File: src/rtl/dac_cmd_pkg.sv
package dac_cmd_pkg;

    localparam int CMD_W    = 8;
    localparam int DATA_W   = 16;
    localparam int ADDR_W   = 3;
    localparam int FRAME_W  = CMD_W + DATA_W;
    localparam int HIZ_BIT  = DATA_W / 2;
    localparam logic [ADDR_W-1:0] OWN_CHAN = '0;

    typedef enum logic [3:0] {
        OP_NONE, OP_CLR, OP_WR, OP_WRUP, OP_WRAL, OP_LOAD,
        OP_MODE, OP_PDN, OP_RD_PRE, OP_RD_OUT, OP_RD_CFG
    } op_e;

    typedef struct packed {
        logic wblock;
        logic pd_10k;
        logic pd_hiz;
    } cfg_t;

    localparam cfg_t CFG_DEFAULT = '{wblock: 1'b1, pd_10k: 1'b0, pd_hiz: 1'b0};

    typedef struct packed {
        op_e               op;
        logic [CMD_W-1:0]  cmd;
        logic [DATA_W-1:0] payload;
    } dec_t;

    function automatic logic [DATA_W-1:0] default_code(input logic mid);
        return mid ? {1'b1, {(DATA_W-1){1'b0}}} : '0;
    endfunction

    function automatic op_e classify(input logic [CMD_W-1:0] c);
        logic [CMD_W-ADDR_W-1:0] grp;
        logic                    mine;
        grp  = c[CMD_W-1:ADDR_W];
        mine = (c[ADDR_W-1:0] == OWN_CHAN);
        if (c == 8'h01)                  return OP_CLR;
        if (c == 8'h18)                  return OP_LOAD;
        if (c == 8'h28)                  return OP_MODE;
        if (c == 8'h30)                  return OP_PDN;
        if (c == 8'h90)                  return OP_RD_CFG;
        if (grp == 5'b00100)             return OP_WRAL;
        if (grp == 5'b00001 && mine)     return OP_WR;
        if (grp == 5'b00010 && mine)     return OP_WRUP;
        if (grp == 5'b10000 && mine)     return OP_RD_PRE;
        if (grp == 5'b10001 && mine)     return OP_RD_OUT;
        return OP_NONE;
    endfunction

endpackage

File: src/rtl/dac_cmd_decode.sv
module dac_cmd_decode
    import dac_cmd_pkg::*;
(
    input  logic               frame_valid,
    input  logic [FRAME_W-1:0] frame_data,
    output dec_t               dec
);

    always_comb begin
        dec.cmd     = frame_data[FRAME_W-1:DATA_W];
        dec.payload = frame_data[DATA_W-1:0];
        dec.op      = frame_valid ? classify(dec.cmd) : OP_NONE;
    end

    // a write addressed to another channel must decode to nothing
    always_comb begin
        if (frame_valid && frame_data[FRAME_W-1:FRAME_W-5] == 5'b00001
            && frame_data[DATA_W+ADDR_W-1:DATA_W] != OWN_CHAN)
            assert_foreign_wr_R2: assert (dec.op == OP_NONE);
    end

endmodule

File: src/rtl/dac_reg_bank.sv
module dac_reg_bank
    import dac_cmd_pkg::*;
(
    input  logic              clk,
    input  logic              rst,
    input  dec_t              dec,
    input  logic              load_n,
    input  logic              clear_n,
    input  logic              mid_strap,
    output logic [DATA_W-1:0] pre_q,
    output logic [DATA_W-1:0] out_q,
    output cfg_t              cfg_q
);

    logic [DATA_W-1:0] pre_n, out_n;
    cfg_t              cfg_n;
    logic [DATA_W-1:0] dflt;

    assign dflt = default_code(mid_strap);

    always_comb begin
        pre_n = pre_q;
        out_n = out_q;
        cfg_n = cfg_q;
        case (dec.op)
            OP_CLR: begin
                pre_n = dflt;
                out_n = dflt;
                cfg_n = CFG_DEFAULT;
            end
            OP_WR: begin
                pre_n = dec.payload;
                if (!cfg_q.wblock) out_n = dec.payload;
            end
            OP_WRUP, OP_WRAL: begin
                pre_n = dec.payload;
                out_n = dec.payload;
            end
            OP_LOAD: if (dec.payload[0]) out_n = pre_q;
            OP_MODE: cfg_n.wblock = dec.payload[0];
            OP_PDN: begin
                cfg_n.pd_10k = dec.payload[0];
                cfg_n.pd_hiz = dec.payload[HIZ_BIT] & ~dec.payload[0];
            end
            default: ;
        endcase
        if (!load_n) out_n = pre_n;
    end

    always_ff @(posedge clk) begin
        if (rst || !clear_n) begin
            pre_q <= dflt;
            out_q <= dflt;
            cfg_q <= CFG_DEFAULT;
        end else begin
            pre_q <= pre_n;
            out_q <= out_n;
            cfg_q <= cfg_n;
        end
    end

    assert_reset_state_R1: assert property (@(posedge clk)
        rst |=> (cfg_q == CFG_DEFAULT && out_q == default_code($past(mid_strap))));

    assert_wrup_both_R3: assert property (@(posedge clk) disable iff (rst)
        (dec.op == OP_WRUP && clear_n) |=>
        (pre_q == $past(dec.payload) && out_q == $past(dec.payload)));

    assert_pd_exclusive_R6: assert property (@(posedge clk) disable iff (rst)
        !(cfg_q.pd_10k && cfg_q.pd_hiz));

    assert_load_follow_R7: assert property (@(posedge clk) disable iff (rst)
        (!load_n && clear_n) |=> (out_q == pre_q));

    assert_clear_hold_R8: assert property (@(posedge clk) disable iff (rst)
        !clear_n |=> (out_q == default_code($past(mid_strap)) && pre_q == out_q
                      && cfg_q == CFG_DEFAULT));

    assert_idle_stable_R10: assert property (@(posedge clk) disable iff (rst)
        (dec.op == OP_NONE && load_n && clear_n) |=>
        ($stable(pre_q) && $stable(out_q) && $stable(cfg_q)));

endmodule

File: src/rtl/dac_readback.sv
module dac_readback
    import dac_cmd_pkg::*;
(
    input  logic               clk,
    input  logic               rst,
    input  dec_t               dec,
    input  logic [DATA_W-1:0]  pre_q,
    input  logic [DATA_W-1:0]  out_q,
    input  cfg_t               cfg_q,
    output logic               read_valid,
    output logic [FRAME_W-1:0] read_data
);

    always_ff @(posedge clk) begin
        if (rst) begin
            read_valid <= 1'b0;
            read_data  <= '0;
        end else begin
            read_valid <= 1'b0;
            case (dec.op)
                OP_RD_PRE: begin
                    read_valid <= 1'b1;
                    read_data  <= {dec.cmd, pre_q};
                end
                OP_RD_OUT: begin
                    read_valid <= 1'b1;
                    read_data  <= {dec.cmd, out_q};
                end
                OP_RD_CFG: begin
                    read_valid <= 1'b1;
                    read_data  <= {dec.cmd, {(DATA_W-3){1'b0}}, cfg_q};
                end
                default: ;
            endcase
        end
    end

    assert_cfg_read_R9: assert property (@(posedge clk) disable iff (rst)
        (dec.op == OP_RD_CFG) |=>
        (read_valid && read_data[DATA_W-1:3] == '0
         && read_data[FRAME_W-1:DATA_W] == $past(dec.cmd)));

    assert_read_pulse_R9: assert property (@(posedge clk) disable iff (rst)
        read_valid |=> (!read_valid || $past(dec.op) != OP_NONE));

endmodule

File: src/rtl/dac_cmd_ctrl.sv
module dac_cmd_ctrl
    import dac_cmd_pkg::*;
(
    input  logic               clk,
    input  logic               rst,
    input  logic               frame_valid,
    input  logic [FRAME_W-1:0] frame_data,
    input  logic               load_n,
    input  logic               clear_n,
    input  logic               mid_strap,
    output logic               read_valid,
    output logic [FRAME_W-1:0] read_data,
    output logic [DATA_W-1:0]  dac_code,
    output logic               pwr_down,
    output logic               term_10k
);

    dec_t              dec;
    logic [DATA_W-1:0] pre_q, out_q;
    cfg_t              cfg_q;

    dac_cmd_decode u_decode (
        .frame_valid (frame_valid),
        .frame_data  (frame_data),
        .dec         (dec)
    );

    dac_reg_bank u_regs (
        .clk       (clk),
        .rst       (rst),
        .dec       (dec),
        .load_n    (load_n),
        .clear_n   (clear_n),
        .mid_strap (mid_strap),
        .pre_q     (pre_q),
        .out_q     (out_q),
        .cfg_q     (cfg_q)
    );

    dac_readback u_read (
        .clk        (clk),
        .rst        (rst),
        .dec        (dec),
        .pre_q      (pre_q),
        .out_q      (out_q),
        .cfg_q      (cfg_q),
        .read_valid (read_valid),
        .read_data  (read_data)
    );

    assign dac_code = out_q;
    assign pwr_down = cfg_q.pd_10k | cfg_q.pd_hiz;
    assign term_10k = cfg_q.pd_10k;

    // an unstrobed frame must not move the output
    assert_frame_gate_R12: assert property (@(posedge clk) disable iff (rst)
        (!frame_valid && load_n && clear_n) |=> $stable(dac_code));

endmodule

File: config.mk
export PLATFORM = sky130hd
export DESIGN_NAME = dac_cmd_ctrl
export DESIGN_NICKNAME = d
export VERILOG_FILES = /design/src/rtl/dac_cmd_pkg.sv /design/src/rtl/dac_cmd_decode.sv /design/src/rtl/dac_reg_bank.sv /design/src/rtl/dac_readback.sv /design/src/rtl/dac_cmd_ctrl.sv
export SDC_FILE = /design/constraint.sdc
export NUM_CORES = 1
export LEC_CHECK = 0
export BUFFER_PORTS_ARGS = -buffer_cell sky130_fd_sc_hd__buf_4
export CORE_MARGIN = 2
export CORE_UTILIZATION = 52
export DETAILED_ROUTE_END_ITERATION = 6
export PLACE_DENSITY = 0.79
export SYNTH_ARGS = -nofsm -noshare
export SYNTH_HDL_FRONTEND = slang
export SYNTH_SLANG_ARGS = --single-unit
File: constraint.sdc
create_clock -name clk -period 3.79 [get_ports clk]
set_input_delay 0.5685 -clock clk [delete_from_list [all_inputs] [get_ports clk]]
set_output_delay 0.5685 -clock clk [all_outputs]
set_load 0.1 [all_outputs]
---- After elaboration in Yosys (flattened, before gate mapping) ----
Cells that the tools add are included.
storage, ports and cells
  bits in registers ....................... 60
  input port bits ......................... 30
  output and inout port bits .............. 43
  word-level logic and storage cells ...... 144
cells by class
  equal/unequal tests ..................... 23
  multiplexer cells ....................... 97
  bitwise logic cells ..................... 3
  reduce and logical (&&, ||, !) cells .... 14
operators by type and width
  operator                                                number
  two-way mux 4 bit                                       30
  two-way mux 16 bit                                      6
  one-hot mux 24 bit (3 select lines)                     1
  one-hot mux 16 bit (4 select lines)                     1
  two-way mux 1 bit                                       56
  one-hot mux 16 bit (2 select lines)                     1
  == test 4 x 3 -> 1 bit (second input constant)          4
  == test 8 x 6 -> 1 bit (second input constant)          2
  == test 4 bit (second input constant)                   3
  == test 5 bit (second input constant)                   2
  == test 4 x 2 -> 1 bit (second input constant)          2
  == test 8 x 1 -> 1 bit (second input constant)          1
  == test 8 x 5 -> 1 bit (second input constant)          1
  == test 8 bit (second input constant)                   1
  inequality test 6 x 1 -> 1 bit (second input constant)  1
  OR reduction 3 bit                                      2
  == test 5 x 1 -> 1 bit (second input constant)          1
  == test 5 x 2 -> 1 bit (second input constant)          1
  == test 5 x 3 -> 1 bit (second input constant)          1
  == test 4 x 1 -> 1 bit (second input constant)          1
  logical AND 1 bit                                       4
  inequality test 4 x 3 -> 1 bit (second input constant)  1
  inequality test 4 bit (second input constant)           1
  one-hot mux 2 bit (2 select lines)                      1
  other kinds (11)                                        12

---- Logic depth before layout (Yosys ltp) ----
Gate-level depths: netlist of run 1.
  word-level depth ........................ 63
  gate-level depth with buffers ........... 9
  gate-level depth less buffers ........... 6

---- Hierarchy ----
From an unflattened synthesis of run 1, not the netlist that was laid out.
unflattened totals
  cell total of the unflattened synthesis .. 326
  area, all modules ....................... 3071.7 um2
by module, submodules not included
  module          instances  cells an instance  area each (um2)  sequential area each (um2)
  dac_reg_bank    1          138                1526.5           860.8
  dac_readback    1          140                1209.9           500.5
  dac_cmd_decode  1          47                 329.1            0.0
  dac_cmd_ctrl    1          1                  6.3              0.0

---- Least setup slack after synthesis of run 1 ----
No wires, ideal clock.
  kind .................................... in2reg
  from .................................... in frame_data[20]
  to ...................................... reg u_regs.out_q[0] (enable)
  library setup time ...................... 0.396 ns
  arrival time ............................ 2.500 ns
  data required time ...................... 3.394 ns
  slack ................................... 0.894 ns
  cell stages on the path ................. 6
  path buffers ............................ 1
  path through ............................ buf_2 -> a2111oi_0 -> o21a_1 -> o21a_1 -> o21ai_0 -> o2111ai_1
on the way
  word-level cells in the longest chain between the ends .. 34
  elaborated cells on any way between the ends .. 108
  classes of those cells .................. eq/ne (18); mux (84); reduce/logical (6)
ends and longest elaborated chain
  what                                                                     line                  text
  start, declared                                                          dac_cmd_ctrl.sv:7     input logic [FRAME_W-1:0] frame_data,
  == test 8 x 5 -> 1 bit                                                   dac_cmd_pkg.sv:39     if (c == 8'h18) return OP_LOAD;
  two-way mux 4 bit                                                        dac_cmd_pkg.sv:39
  two-way mux 4 bit                                                        dac_cmd_pkg.sv:40     if (c == 8'h28) return OP_MODE;
  two-way mux 4 bit                                                        dac_cmd_pkg.sv:41     if (c == 8'h30) return OP_PDN;
  two-way mux 4 bit (2 in a row)                                           dac_cmd_pkg.sv:42     if (c == 8'h90) return OP_RD_CFG;
  two-way mux 4 bit                                                        dac_cmd_pkg.sv:41
  two-way mux 4 bit                                                        dac_cmd_pkg.sv:40
  two-way mux 4 bit                                                        dac_cmd_pkg.sv:39
  [17 not listed]                                                          n/a
  two-way mux 4 bit                                                        dac_cmd_pkg.sv:41
  two-way mux 4 bit                                                        dac_cmd_pkg.sv:40
  two-way mux 4 bit (*)                                                    dac_cmd_pkg.sv:39
  two-way mux 4 bit (*)                                                    dac_cmd_decode.sv:12  dec.op = frame_valid ? classify(dec.cmd) : OP_NONE;
  == test 4 x 2 -> 1 bit / == test 4 x 3 -> 1 bit (equally long branches)  dac_reg_bank.sv:25    case (dec.op)
  OR reduction 2 bit                                                       dac_reg_bank.sv:25
  inequality test 6 x 1 -> 1 bit (no line)                                 n/a
  AND reduction 3 bit (no line) (*)                                        n/a
  end signal, assigned                                                     dac_reg_bank.sv:53    out_q <= dflt;
  end signal, assigned                                                     dac_reg_bank.sv:57    out_q <= out_n;
  end, declared                                                            dac_reg_bank.sv:11    output logic [DATA_W-1:0] out_q,
Every way passes the cells marked *; elsewhere a longest branch is shown, timed or not. The select of a mux whose other input is x is not followed.
A chain may end at the register's enable or synchronous reset.

---- Final worst setup path of run 1 ----
  from .................................... in frame_data[19]
  to ...................................... reg u_regs.out_q[9] (data pin)
on the way
  word-level cells in the longest chain between the ends .. 35
  elaborated cells on any way between the ends .. 109
  classes of those cells .................. eq/ne (15); mux (88); reduce/logical (6)
ends and longest elaborated chain
  what                                                                                               line                  text
  == test 8 x 5 -> 1 bit                                                                             dac_cmd_pkg.sv:39
  two-way mux 4 bit                                                                                  dac_cmd_pkg.sv:39
  two-way mux 4 bit                                                                                  dac_cmd_pkg.sv:40
  two-way mux 4 bit                                                                                  dac_cmd_pkg.sv:41
  two-way mux 4 bit (2 in a row)                                                                     dac_cmd_pkg.sv:42
  two-way mux 4 bit                                                                                  dac_cmd_pkg.sv:41
  two-way mux 4 bit                                                                                  dac_cmd_pkg.sv:40
  two-way mux 4 bit                                                                                  dac_cmd_pkg.sv:39
  [18 not listed]                                                                                    n/a
  two-way mux 4 bit                                                                                  dac_cmd_pkg.sv:40
  two-way mux 4 bit (*)                                                                              dac_cmd_pkg.sv:39
  two-way mux 4 bit (*)                                                                              dac_cmd_decode.sv:12
  == test 4 x 2 -> 1 bit / == test 4 x 3 -> 1 bit (equally long branches)                            dac_reg_bank.sv:25
  OR reduction 2 bit / OR reduction 3 bit (equally long branches)                                    n/a
  one-hot mux 16 bit (4 select lines) / one-hot mux 16 bit (2 select lines) (equally long branches)  dac_reg_bank.sv:25
  two-way mux 16 bit (*)                                                                             dac_reg_bank.sv:47    if (!load_n) out_n = pre_n;
  two-way mux 16 bit (*)                                                                             dac_reg_bank.sv:51    if (rst || !clear_n) begin
Marked as above.

==> run_results.csv, run 1 <==
group,metric,value,unit
outcome,status,"finished clean",
yosys,synth_area,2710,um2
layout,area_growth,27.8,%
timing,final.setup.tns,0,ns
yosys,synth_area_leader_cell,"dfxtp_1",
floorplanning,die_w,76.2,um
timing,rsz0062_at_grt,"false",
clock_tree,cts_buffers,9,
global_route,grt_antenna_before_repair,0,
timing,finalHoldViolations,0,
global_route,grt_max_degree,32,
worst_setup_path,crit_required,3.85,ns
routing,drtIter0Drc,183,
timing,slew_violations,0,
routing,num_vias,2531,
yosys,async_reset_ff_frac,0,
yosys,synth_commonest_cells,"dfxtp_1, nor2_1, nand2_1",
timing,fin_worst_skew,0.00514,ns
worst_setup_path,crit_chain,"buf_4 > nor4_1 > a31oi_1 > o21ai_0 > mux2_4 > a21oi_2 > o21ai_0",
timing,fin_crit_sh,0.765,
worst_setup_path,path_buf_inv,1,
routing,first_pass_iters,5,
clock_tree,hold_buffers,0,
layout,instances_no_fill,440,
routing,drt-total-wl,6760,um
clock_tree,clk_path_buf_depth,2,
yosys,ys_seq_area_frac,0.502,
routing,wl_per_cell,15.4,um
worst_setup_path,worstSetupStartpointType,"primary input",
placement,dp_hpwl,4850,um
worst_setup_path,slowest_stage,"nor4_1",
worst_setup_path,worst_path_largest_cell_delay,0.56,ns
floorplanning,core,5070,um2
placement,portBuffers,72,
layout,num_antenna_cells,0,
layout,fill_cells,418,
layout,regArea,1360,um2
timing,slew_headroom,0.325,
timing,finalSetupViolCount,0,
yosys,netlist.area_leader.share,0.325,
min_path,hold_path_class,"flop to flop",
job,drv_cap,0,
yosys,syn-num-nets,328,
worst_setup_path,path_class,"primary input to flop",
clock_tree,post-cts-setup-buffer-count,0,
yosys,synth.most_common_cell,"dfxtp_1",
clock_tree,worstSkewPairLatency,0.33,ns
floorplanning,start_util,0.534,
placement,place_inst,424,
worst_setup_path,critPathTopFamily,"compound AO/OA/AOI/OAI gates",
worst_setup_path,worstPathMaxFanout,18,
clock_tree,cts_root_buf,"clkbuf_8",
yosys,synth_ff_type,"dfxtp_1",
clock_tree,clk_pin_slew,0.07,ns
layout,final_area,3470,um2
yosys,synth_edf_count,16,
clock_tree,htreeDepth,3,
worst_setup_path,crit_top_cell,"o21ai_0",
clock_tree,cts_sinks,60,
pwr,ir_worst_vdd,270,uV
yosys,netlist_top_cells_area,"dfxtp_1, edfxtp_1, nor2_1",
floorplanning,num_rows,26,
global_route,grt_usage,0.242,
floorplanning,die_area,5810,um2
placement,finalWeightedCongestion,0.829,
yosys,synth-seq-cells,60,
routing,ant_nets,0,
floorplanning,dieHeight,76.2,um
routing,drc,0,
pwr,p_per_area,388,nW/um2
worst_setup_path,arrival,2.96,ns
layout,fin_nets,395,
timing,worst_pin_slew,1.01,ns
layout,final_layout_size_suffix_gt1_frac,0.284,
routing,vias_per_cell,5.75,
yosys,ys_warn_count,0,
clock_tree,cts_resized,0,
pwr,p_leak,0.00135,uW
yosys,yosysUniqueCellTypes,47,
layout,multi_input_area,1250,um2
floorplanning,ios,73,
yosys,syn_avg_cell_area,9.10,um2
yosys,synthCells,298,
timing,period_minus_slack,2.90,ns
global_route,grt_pass1_wl,11200,um
timing,timing.fmax,345,MHz
global_route,first_global_vias,2240,
global_route,grt-ovfl-total,0,
clock_tree,cts_tree,"done",
placement,place_area,3290,um2
worst_setup_path,critPathCaptureType,"flop",
[final timing paths]
kind	from	to	slack, ns	depth (start not counted)
max	frame_data[19]	u_regs.out_q[9]	0.89	7
min reg2reg	u_read.read_data[16]	u_read.read_data[16]	0.46	1
min	u_read.read_data[16]	u_read.read_data[16]	0.46	1
max reg2reg	u_regs.cfg_q[2]	u_regs.out_q[15]	2.52	4
[cell type report]
type | count | share of cell area
tap | 70 | 0.0253
clock buffer | 10 | 0.0397
clock inverter | 6 | 0.0116
sequential | 60 | 0.393
timing repair buffer | 78 | 0.169
inverter | 2 | 0.00217
multi-input combinational | 214 | 0.360
[per-stage QoR]
step	util	setup slack, ns	hold slack (ns)	total power (uW)
after global routing	0.683	0.664	0.476	1400
after global placement	0.648	0.666	0.445	855
after floorplan	-	0.894	0.449	800
final	0.683	0.889	0.459	1350
after detailed placement	0.648	0.610	0.445	857
after CTS	0.683	0.978	0.461	1350
[kinds of logic (layout without fill, tap and decap cells)]
logic type / count (synthesis) / after routing / synth area share
compound gates: 80 / 80 / 0.208
xor+xnor: 2 / 2 / 0.00646
buf+inv: 24 / 96 / 0.0406
flops: 60 / 60 / 0.502
mux: 3 / 3 / 0.0134
simple gates: 129 / 129 / 0.229
[layer usage]
metal | routed length [um] | part of all wire | global-route usage
met5 | 0 | 0 | 0
met3 | 444 | 0.066 | 0.0415
met1 | 3140 | 0.46 | 0.338
met4 | 114 | 0.017 | 0.100
met2 | 3070 | 0.45 | 0.373
[registers in the layout (all words and copies together), names as in the netlist]
| register | count |
|---|---|
| u_read.read_valid | 1 |
| u_regs.cfg_q | 3 |
| u_read.read_data | 24 |
| u_regs.out_q | 16 |
| u_regs.pre_q | 16 |
[placed cells by master (no fill, tap or decap), types with 2 or more instances in the layout]
master / Yosys / layout
o21ai_0: 21 / 21
buf_4: 1 / 78
a211oi_1: 3 / 3
a21boi_0: 2 / 2
nor4_1: 2 / 2
nand4_1: 3 / 3
nor3_1: 14 / 14
nand2_1: 25 / 25
dfxtp_1: 44 / 44
clkbuf_8: 0 / 10
nor2b_1: 3 / 2
nand2b_1: 2 / 2
xnor2_1: 2 / 2
edfxtp_1: 16 / 16
and2_1: 6 / 6
clkinv_2: 0 / 2
a221oi_1: 16 / 16
nand3_1: 18 / 18
nor2_1: 43 / 43
or3b_2: 2 / 2
o2111ai_1: 3 / 3
a21oi_1: 7 / 7
inv_1: 2 / 2
a22oi_1: 15 / 15
and3_1: 4 / 4
clkinvlp_4: 0 / 4
o21a_1: 3 / 3
[worst reg2reg max path, delay by kind of cell, from the launching register on]
family          cells  cell delay, ns
compound gates      2            0.26
flops               1            0.33
simple gates        1            0.08
buf+inv             1            0.29
[power by group]
group          leakage, uW  total, uW  switching, uW  internal [uW]
Sequential        0.000541        675           7.62            667
Combinational     0.000727        169            121           48.3
Clock            0.0000803        502            250            252
Total              0.00135       1350            378            967
Power figures use the tool's default switching activity.
==> run 2: changes to the inputs <==
clock period = 2.9 ns   (was 3.79 ns; I/O delays follow)
==> run_results.csv, run 2 (synthesis results as in run 1) <==
group,metric,value,unit
outcome,status,"finished clean",
placement,dp_hpwl,4950,um
pwr,comb_power_share,0.121,
routing,first_pass_iters,5,
worst_setup_path,worstSetupStartpointType,"primary input",
worst_setup_path,critPathTopFamily,"simple AND/OR/NAND/NOR gates",
global_route,grt_usage,0.249,
clock_tree,clk_path_buf_depth,2,
layout,area_growth,30.8,%
worst_setup_path,crit_path_start,"frame_data[16]",
timing,fin_crit_sh,0.844,
timing,fin_ws,0.453,ns
floorplanning,dieHeight,76.2,um
clock_tree,htreeDepth,3,
worst_setup_path,crit_chain,"buf_4 > or3_4 > nor2_1 > a21oi_1 > nor2_1 > a221oi_1 > a211oi_1",
worst_setup_path,worstPathMaxFanout,16,
timing,rsz0062_at_grt,"false",
worst_setup_path,arrival,2.70,ns
layout,num_antenna_cells,0,
placement,portBuffers,72,
placement,pre_cts_ws,0.162,ns
timing,slew_headroom,0.313,
worst_setup_path,r2r-start,"u_regs.cfg_q[2]",
timing,timing.fmax,409,MHz
floorplanning,core,5070,um2
layout,reg_top3,"u_read.read_data (24), u_regs.out_q (16), u_regs.pre_q (16)",
floorplanning,start_util,0.534,
worst_setup_path,reg2reg_slack,1.68,ns
clock_tree,clk_pin_slew,0.07,ns
job,drv_cap,0,
worst_setup_path,path_class,"primary input to flop",
layout,mostFrequentLayoutCells,"buf_4, dfxtp_1, nor2_1",
clock_tree,worstSkewPairLatency,0.34,ns
routing,vias_per_cell,5.71,
layout,top_register,"u_read.read_data",
min_path,hold_end,"u_regs.pre_q[7]",
timing,final.setup.tns,0,ns
pwr,p_int,1360,uW
pwr,p_leak,0.00141,uW
layout,final_layout_size_suffix_gt1_frac,0.299,
worst_setup_path,reg2reg_depth,4,
floorplanning,die_w,76.2,um
clock_tree,hold_buffers,0,
worst_setup_path,crit_top_cell,"nor2_1",
global_route,grt_max_degree,32,
pwr,ir_worst_vdd,605,uV
timing,period_minus_slack,2.45,ns
global_route,grt_pass1_wl,11500,um
worst_setup_path,critPathCaptureType,"flop",
routing,wl_per_cell,15.5,um
pwr,p_total,1850,uW
pwr,p_sw_frac,0.268,
routing,drtIter0Drc,196,
floorplanning,die_area,5810,um2
min_path,hold_path_class,"primary input to flop",
worst_setup_path,crit_required,3.16,ns
pwr,power.clock.fraction,0.403,
global_route,first_global_vias,2379,
clock_tree,post-cts-setup-buffer-count,0,
timing,worst_pin_slew,1.03,ns
pwr,p_per_area,523,nW/um2
floorplanning,ios,73,
pwr,seqPwrFrac,0.476,
timing,fin_worst_skew,0.00440,ns
clock_tree,cts_sinks,60,
min_path,hold_depth,3,
clock_tree,cts_resized,0,
layout,fin_nets,403,
clock_tree,cts_tree,"done",
worst_setup_path,path_buf_inv,1,
timing,finalSetupViolCount,0,
routing,drt-total-wl,6940,um
routing,ant_nets,0,
timing,finalHoldViolations,0,
clock_tree,cts_buffers,9,
worst_setup_path,r2r-end,"u_regs.out_q[14]",
pwr,switching_power,497,uW
global_route,grt-ovfl-total,0,
clock_tree,cts_root_buf,"clkbuf_8",
floorplanning,num_rows,26,
global_route,grt_antenna_before_repair,0,
worst_setup_path,worst_path_largest_cell_delay,0.81,ns
timing,slew_violations,0,
placement,finalWeightedCongestion,0.908,
min_path,hold_start,"frame_data[7]",
layout,largest_register_ffs,24,
layout,final_common_cell,"buf_4",
routing,num_vias,2559,
routing,drc,0,
worst_setup_path,slowest_stage,"nor2_1",
## run 2: cell types whose count changed in the layout (fill, tap and decap cells not counted), sizes merged
| cell | before | now |
|---|---|---|
| buf | 78 | 86 |
| bufinv | 0 | 1 |
| clkinv | 2 | 3 |
| clkinvlp | 4 | 0 |
| inv | 2 | 4 |
## run 2: area by class of cell
class / instances / area, um2
clock buffer: 10 / 138
clock inverter: 6 / 61.3
fill: 394 / 1530
inverter: 2 / 7.51
multi-input combinational: 214 / 1250
sequential: 60 / 1360
tap: 70 / 87.6
timing repair buffer: 86 / 646
## run 2: worst reg2reg max path, cell delays in order (launching register included)
cell	delay (ns)
dfxtp_1	0.32
o21ai_0	0.15
nand2_1	0.07
o2111ai_1	0.09
buf_4	0.27
## run 2: power groups by stage
stage                     registers (uW)  logic [uW]  clock network, uW
after floorplan                      984        61.3                  0
after global placement               901         220                  0
after global routing                 884         237                797
final                                883         224                748
after CTS                            883         223                762
after detailed placement             901         222                  0
## run 2: metrics by stage
step	util	hold slack, ns	instance area [um2]	cells
2_1_floorplan	-	0.449	2710	298
4_1_cts	0.699	0.340	3550	448
6_report	0.699	0.352	3550	448
3_5_place_dp	0.660	0.448	3350	432
5_1_grt	0.699	0.362	3550	448
3_3_place_gp	0.660	0.443	3350	432
## run 2: worst max path at each step
stage                          endpoint  depth (start not counted)
floorplan               u_regs.out_q[0]                          6
global placement       u_regs.out_q[11]                          8
detailed placement  u_read.read_data[1]                          7
CTS                 u_read.read_data[1]                          7
global route        u_read.read_data[1]                          7
finish              u_read.read_data[1]                          7
## run 2: per-layer routing
| metal | share of wire | global-route usage | up-vias |
|---|---|---|---|
| met3 | 0.092 | 0.0664 | 10 |
| met2 | 0.45 | 0.379 | 131 |
| li1 | - | - | 1262 |
| met1 | 0.44 | 0.343 | 1156 |
| met5 | 0 | 0 | - |
| met4 | 0.011 | 0.0927 | 0 |
